==> src/rtl/wiper_pkg.sv <==
package wiper_pkg;

  // Saturating single-code move within [0, top].
  function automatic int sat_step(int pos, logic up, int top);
    if (up) return (pos >= top) ? top : pos + 1;
    else    return (pos <= 0)   ? 0   : pos - 1;
  endfunction

  // Midscale code for a given position width.
  function automatic int mid_code(int width);
    return 1 << (width - 1);
  endfunction

endpackage

==> src/rtl/strobe_sync.sv <==
module strobe_sync #(
  parameter int STAGES = 2
) (
  input  logic clk,
  input  logic rst_n,
  input  logic strobe,
  output logic fall_evt
);
  logic [STAGES-1:0] chain_q;
  logic              last_q;

  generate
    genvar g;
    for (g = 0; g < STAGES; g++) begin : g_sync
      if (g == 0) begin : g_first
        always_ff @(posedge clk or negedge rst_n)
          if (!rst_n) chain_q[0] <= 1'b0;
          else        chain_q[0] <= strobe;
      end else begin : g_next
        always_ff @(posedge clk or negedge rst_n)
          if (!rst_n) chain_q[g] <= 1'b0;
          else        chain_q[g] <= chain_q[g-1];
      end
    end
  endgenerate

  always_ff @(posedge clk or negedge rst_n)
    if (!rst_n) last_q <= 1'b0;
    else        last_q <= chain_q[STAGES-1];

  assign fall_evt = last_q & ~chain_q[STAGES-1];


  single_fall_chk: assert property (@(posedge clk) disable iff (!rst_n)
    fall_evt |=> !fall_evt);

endmodule

==> src/rtl/step_router.sv <==
module step_router (
  input  logic clk,
  input  logic rst_n,
  input  logic fall_evt,
  input  logic sel_n,
  input  logic gang_mode,
  input  logic chan_pick,
  output logic en_a,
  output logic en_b
);
  logic accept;

  assign accept = fall_evt & ~sel_n;
  assign en_a   = accept & (gang_mode | ~chan_pick);
  assign en_b   = accept & (gang_mode |  chan_pick);


  single_route_chk: assert property (@(posedge clk) disable iff (!rst_n)
    (en_a && en_b) |-> gang_mode);


  gated_step_chk: assert property (@(posedge clk) disable iff (!rst_n)
    (en_a || en_b) |-> (fall_evt && !sel_n));

endmodule

==> src/rtl/wiper_chan.sv <==
module wiper_chan #(
  parameter int POS_W = 7
) (
  input  logic               clk,
  input  logic               rst_n,
  input  logic               en,
  input  logic               up,
  output logic [POS_W-1:0]   pos,
  output logic [(1<<POS_W)-1:0] tap
);
  import wiper_pkg::*;

  localparam int TAPS    = 1 << POS_W;
  localparam int TOP     = TAPS - 1;
  localparam logic [POS_W-1:0] MID = POS_W'(mid_code(POS_W));
  localparam logic [POS_W-1:0] MAXC = POS_W'(TOP);

  logic [POS_W-1:0] pos_q;
  logic [POS_W-1:0] pos_d;

  assign pos_d = POS_W'(sat_step(int'(pos_q), up, TOP));

  always_ff @(posedge clk or negedge rst_n)
    if (!rst_n)  pos_q <= MID;
    else if (en) pos_q <= pos_d;

  assign pos = pos_q;

  generate
    genvar t;
    for (t = 0; t < TAPS; t++) begin : g_dec
      assign tap[t] = (pos_q == POS_W'(t));
    end
  endgenerate


  unit_move_chk: assert property (@(posedge clk) disable iff (!rst_n)
    (pos_q != $past(pos_q)) |->
      (({1'b0, pos_q} == {1'b0, $past(pos_q)} + 1'b1) ||
       ({1'b0, $past(pos_q)} == {1'b0, pos_q} + 1'b1)));


  hold_idle_chk: assert property (@(posedge clk) disable iff (!rst_n)
    !en |=> $stable(pos_q));


  top_clamp_chk: assert property (@(posedge clk) disable iff (!rst_n)
    (en && up && pos_q == MAXC) |=> (pos_q == MAXC));


  bottom_clamp_chk: assert property (@(posedge clk) disable iff (!rst_n)
    (en && !up && pos_q == '0) |=> (pos_q == '0));


  tap_onehot_chk: assert property (@(posedge clk) disable iff (!rst_n)
    ($countones(tap) == 1) && tap[pos_q]);

endmodule

==> src/rtl/dual_wiper_ctrl.sv <==
module dual_wiper_ctrl #(
  parameter int POS_W       = 7,
  parameter int SYNC_STAGES = 2
) (
  input  logic                   clk,
  input  logic                   rst_n,
  input  logic                   step_in,
  input  logic                   sel_n,
  input  logic                   dir_up,
  input  logic                   gang_mode,
  input  logic                   chan_pick,
  output logic [POS_W-1:0]       pos_a,
  output logic [POS_W-1:0]       pos_b,
  output logic [(1<<POS_W)-1:0]  tap_a,
  output logic [(1<<POS_W)-1:0]  tap_b
);
  logic fall_evt;
  logic en_a;
  logic en_b;

  strobe_sync #(.STAGES(SYNC_STAGES)) u_sync (
    .clk(clk), .rst_n(rst_n), .strobe(step_in), .fall_evt(fall_evt));

  step_router u_route (
    .clk(clk), .rst_n(rst_n), .fall_evt(fall_evt), .sel_n(sel_n),
    .gang_mode(gang_mode), .chan_pick(chan_pick), .en_a(en_a), .en_b(en_b));

  wiper_chan #(.POS_W(POS_W)) u_chan_a (
    .clk(clk), .rst_n(rst_n), .en(en_a), .up(dir_up), .pos(pos_a), .tap(tap_a));

  wiper_chan #(.POS_W(POS_W)) u_chan_b (
    .clk(clk), .rst_n(rst_n), .en(en_b), .up(dir_up), .pos(pos_b), .tap(tap_b));


  gang_both_chk: assert property (@(posedge clk) disable iff (!rst_n)
    (fall_evt && !sel_n && gang_mode) |-> (en_a && en_b));


  no_ghost_chk: assert property (@(posedge clk) disable iff (!rst_n)
    !fall_evt |=> ($stable(pos_a) && $stable(pos_b)));

endmodule

==> config.mk <==
export PLATFORM = sky130hd
export DESIGN_NAME = dual_wiper_ctrl
export DESIGN_NICKNAME = d
export VERILOG_FILES = /design/src/rtl/wiper_pkg.sv /design/src/rtl/strobe_sync.sv /design/src/rtl/step_router.sv /design/src/rtl/wiper_chan.sv /design/src/rtl/dual_wiper_ctrl.sv
export SDC_FILE = /design/constraint.sdc
export NUM_CORES = 1
export LEC_CHECK = 0
export ABC_AREA = 1
export BUFFER_PORTS_ARGS = -buffer_cell sky130_fd_sc_hd__buf_4
export CAP_MARGIN = 10
export CELL_PAD_IN_SITES_DETAIL_PLACEMENT = 1
export CELL_PAD_IN_SITES_GLOBAL_PLACEMENT = 2
export CORE_ASPECT_RATIO = 0.75
export CORE_UTILIZATION = 17
export CTS_CLUSTER_DIAMETER = 40
export DETAILED_ROUTE_END_ITERATION = 16
export MAX_ROUTING_LAYER = met4
export PLACE_DENSITY = 0.95
export SLEW_MARGIN = 30
export SYNTH_ARGS = -nofsm -noshare
export SYNTH_HDL_FRONTEND = slang
export SYNTH_HIERARCHICAL = 1
export SYNTH_SLANG_ARGS = --single-unit
export TNS_END_PERCENT = 5
==> constraint.sdc <==
create_clock -name clk -period 4.1 [get_ports clk]
set_input_delay 0.41 -clock clk [delete_from_list [all_inputs] [get_ports clk]]
set_output_delay 0.41 -clock clk [all_outputs]
set_load 0.01 [all_outputs]
==> metrics.yaml <==
floorplan:
  fp.dieH_um: 115
  rows: 40
  die_w_um: 153
  start_util: 0.177
  core_area_um2: 16400
  dieArea_um2: 17600
  ios: 277
worst_setup_path:
  worst-setup-path-type: "register to primary output"
  worstPathMaxFanout: 16
  critical_path.startpoint_type: "register"
  critPathRequiredTime_ns: 3.69
  cp_slowest_cell: "nand3_1"
  path_cells: "inv_1 -> nand3_1 -> nor2_1 -> buf_4"
  critPathCaptureType: "primary output"
  critical_path.max_stage_delay_ns: 0.58
  rr_worst_depth: 8
  cp.arrival_ns: 2.08
route:
  drt_wl_total_um: 16600
  detail-route-antenna-nets: 0
  initialDrtViolationCount: 280
  route.detailed.drc: 0
  avgViaCountPerCell: 4.40
  via_count: 4460
  dr.pass1.iters: 4
  post_drt_wl_per_cell_um: 16.4
sta:
  rsz0062_at_grt: "false"
  setup_viol: 0
  setup_ws_ns: 1.61
  slew_violations: 0
  timing.final.crit_share: 0.607
  tightest_slew_ns: 0.805
  fin_crit_ns: 2.49
  finalHoldViolCount: 0
  relSlewSlack: 0.462
  finalSetupTns_ns: 0
  finalClockSkew_ns: 0.00106
  max_freq_mhz: 402
power:
  power.leakage_nw: 2.65
  total_power_mw: 1.91
  powerDensity_nw_per_um2: 372
  peakVddDrop_mv: 0.145
layout:
  n_antenna_cell: 0
  nNetsFinal: 822
  syn2layout_area_growth_pct: 76.7
  design_area_um2: 5130
  layout.cells.non_filler: 1014
  drive_above_1_share: 0.394
  final.fill_count: 2171
place:
  preCtsSetupSlack_ns: 1.91
  dpl_cell_area_um2: 5050
  dp_hpwl_um: 13400
  place_inst: 1010
  place.gp.congestion: 0.823
  io_buffers: 276
cts:
  cts.clk_slew.worst_paths_ns: 0.05
  h-tree-depth: 1
  post_cts_buffers: 0
  root_buffer: "clkbuf_16"
  postCtsHoldBufs: 0
  cts_resized: 0
  worstSkewPairLatency_ns: 0.25
  cts_tree: "built"
  cts_buffers: 3
  clock_path_buffers: 2
  clock_sinks: 17
global_route:
  grt_pass1_wl_um: 25000
  grt-ovfl-total: 0
  grt_usage: 0.183
  grt_max_degree: 18
  antenna_found_initial: 0
  grt_pass1_vias: 4003
synthesis:
  synth-seq-cells: 17
  syn_area_um2: 2900
  syn-num-nets: 568
  yosysSeqAreaShare: 0.147
  avgSynthCellArea_um2: 5.27
  yosysWarningCount: 6
  netlist_instances: 551
  yosys.cell_types.count: 32
run:
  drv_cap: 0
status:
  status: "finished, final reports clean"
hold_path:
  min_path_type: "input pin to async pin"
layout make-up:
cell class	instances	area, um^2	share of cell area
timing repair buffer	277	2080	0.405
clock inverter	1	5.00	0.000975
clock buffer	3	75.1	0.0146
multi-input combinational	468	2130	0.416
inverter	38	148	0.0288
tap	210	263	0.0512
sequential	17	428	0.0834
stage by stage:
stage / hold slack, ns / util
floorplan: 0.114 / -
finish: 0.0183 / 0.314
global placement: 0.300 / 0.309
global route: 0.0339 / 0.314
detailed placement: 0.294 / 0.309
CTS: 0.0196 / 0.314
state kept, by name, summed over array words and instances, names as in the netlist:
signal / cells
u_sync/last_q: 1
u_sync/chain_q: 2
u_chan_b/pos: 7
u_chan_a/pos: 7
power by group:
group	switching, mW	internal (mW)
clock network	0.0703	0.131
registers	0.185	0.219
logic	0.888	0.417
critical path, delay by kind of cell, from the launching register on:
kind	cells	cell delay [ns]
buffers and inverters	2	0.39
AND/OR/NAND/NOR	2	0.92
flip-flops	1	0.51
path summary, 6_finish.rpt:
path	to	start	slack, ns
hold / removal	u_sync/chain_q[1]	rst_n	0.02
min in group clk	u_sync/chain_q[0]	step_in	0.26
max in group asynchronous	u_chan_a/pos[6]	rst_n	3.82
hold reg to reg	u_sync/chain_q[1]	u_sync/chain_q[0]	0.35
setup reg to reg	u_chan_b/pos[5]	u_sync/chain_q[1]	2.28
setup / recovery	tap_a[47]	u_chan_a/pos[4]	1.61
Yosys cell counts:
library cell  instances  area, um^2
nor3_1                1        5.00
nand2_2               5        31.3
inv_6                 1        8.76
nor2_2                5        31.3
dfrtp_1              15         375
clkinv_1              1        3.75
dfstp_2               2        52.6
o21ai_0               3        15.0
nand2_4               6        67.6
nor2_8                1        20.0
nor2_1              279        1050
buf_4                 4        30.0
xor2_1                4        35.0
clkbuf_1              1        3.75
buf_2                16        80.1
nand3_2               2        20.0
a21oi_1               8        40.0
buf_6                 6        67.6
clkbuf_8              1        13.8
nand2_1              85         319
o211ai_1              3        22.5
xnor2_1               2        17.5
o21bai_1              1        7.51
o21ai_2               1        8.76
ha_1                 10         125
nor2_4                7        78.8
nand3_4               1        17.5
nand3_1              39         195
nand4_1               3        18.8
inv_2                 5        18.8
o21ai_1               2        10.0
inv_1                31         116
metal layers:
layer	GRT usage	part of all wire	up-vias
met5	-	0	-
met4	0.00875	0.0014	0
met3	0.0211	0.031	2
met2	0.281	0.48	85
met1	0.267	0.48	2192
li1	-	-	2181
cell families after synthesis:
| logic type | count (synthesis) | share of synthesized area |
|---|---|---|
| compound gates | 18 | 0.0358 |
| buf+inv | 66 | 0.118 |
| xor+xnor | 6 | 0.0181 |
| flops | 17 | 0.147 |
| fa+ha+maj | 10 | 0.0431 |
| simple gates | 434 | 0.638 |
placed cells by master (no fill, tap or decap), types with 2 or more instances in the layout:
cell type    n
nand3_2      2
nor2_4       7
clkbuf_16    3
nand2_4      6
o211ai_1     3
xnor2_1      2
dfrtp_1     15
o21ai_1      2
ha_1        10
nand4_1      3
o21ai_0      3
inv_1       31
dfstp_2      2
nand2_1     85
xor2_1       4
a21oi_1      8
nand2_2      5
nor2_1     279
inv_2        5
buf_4      277
nand3_1     39
nor2_2       5
Note: power is estimated with default switching activity, not from simulation.
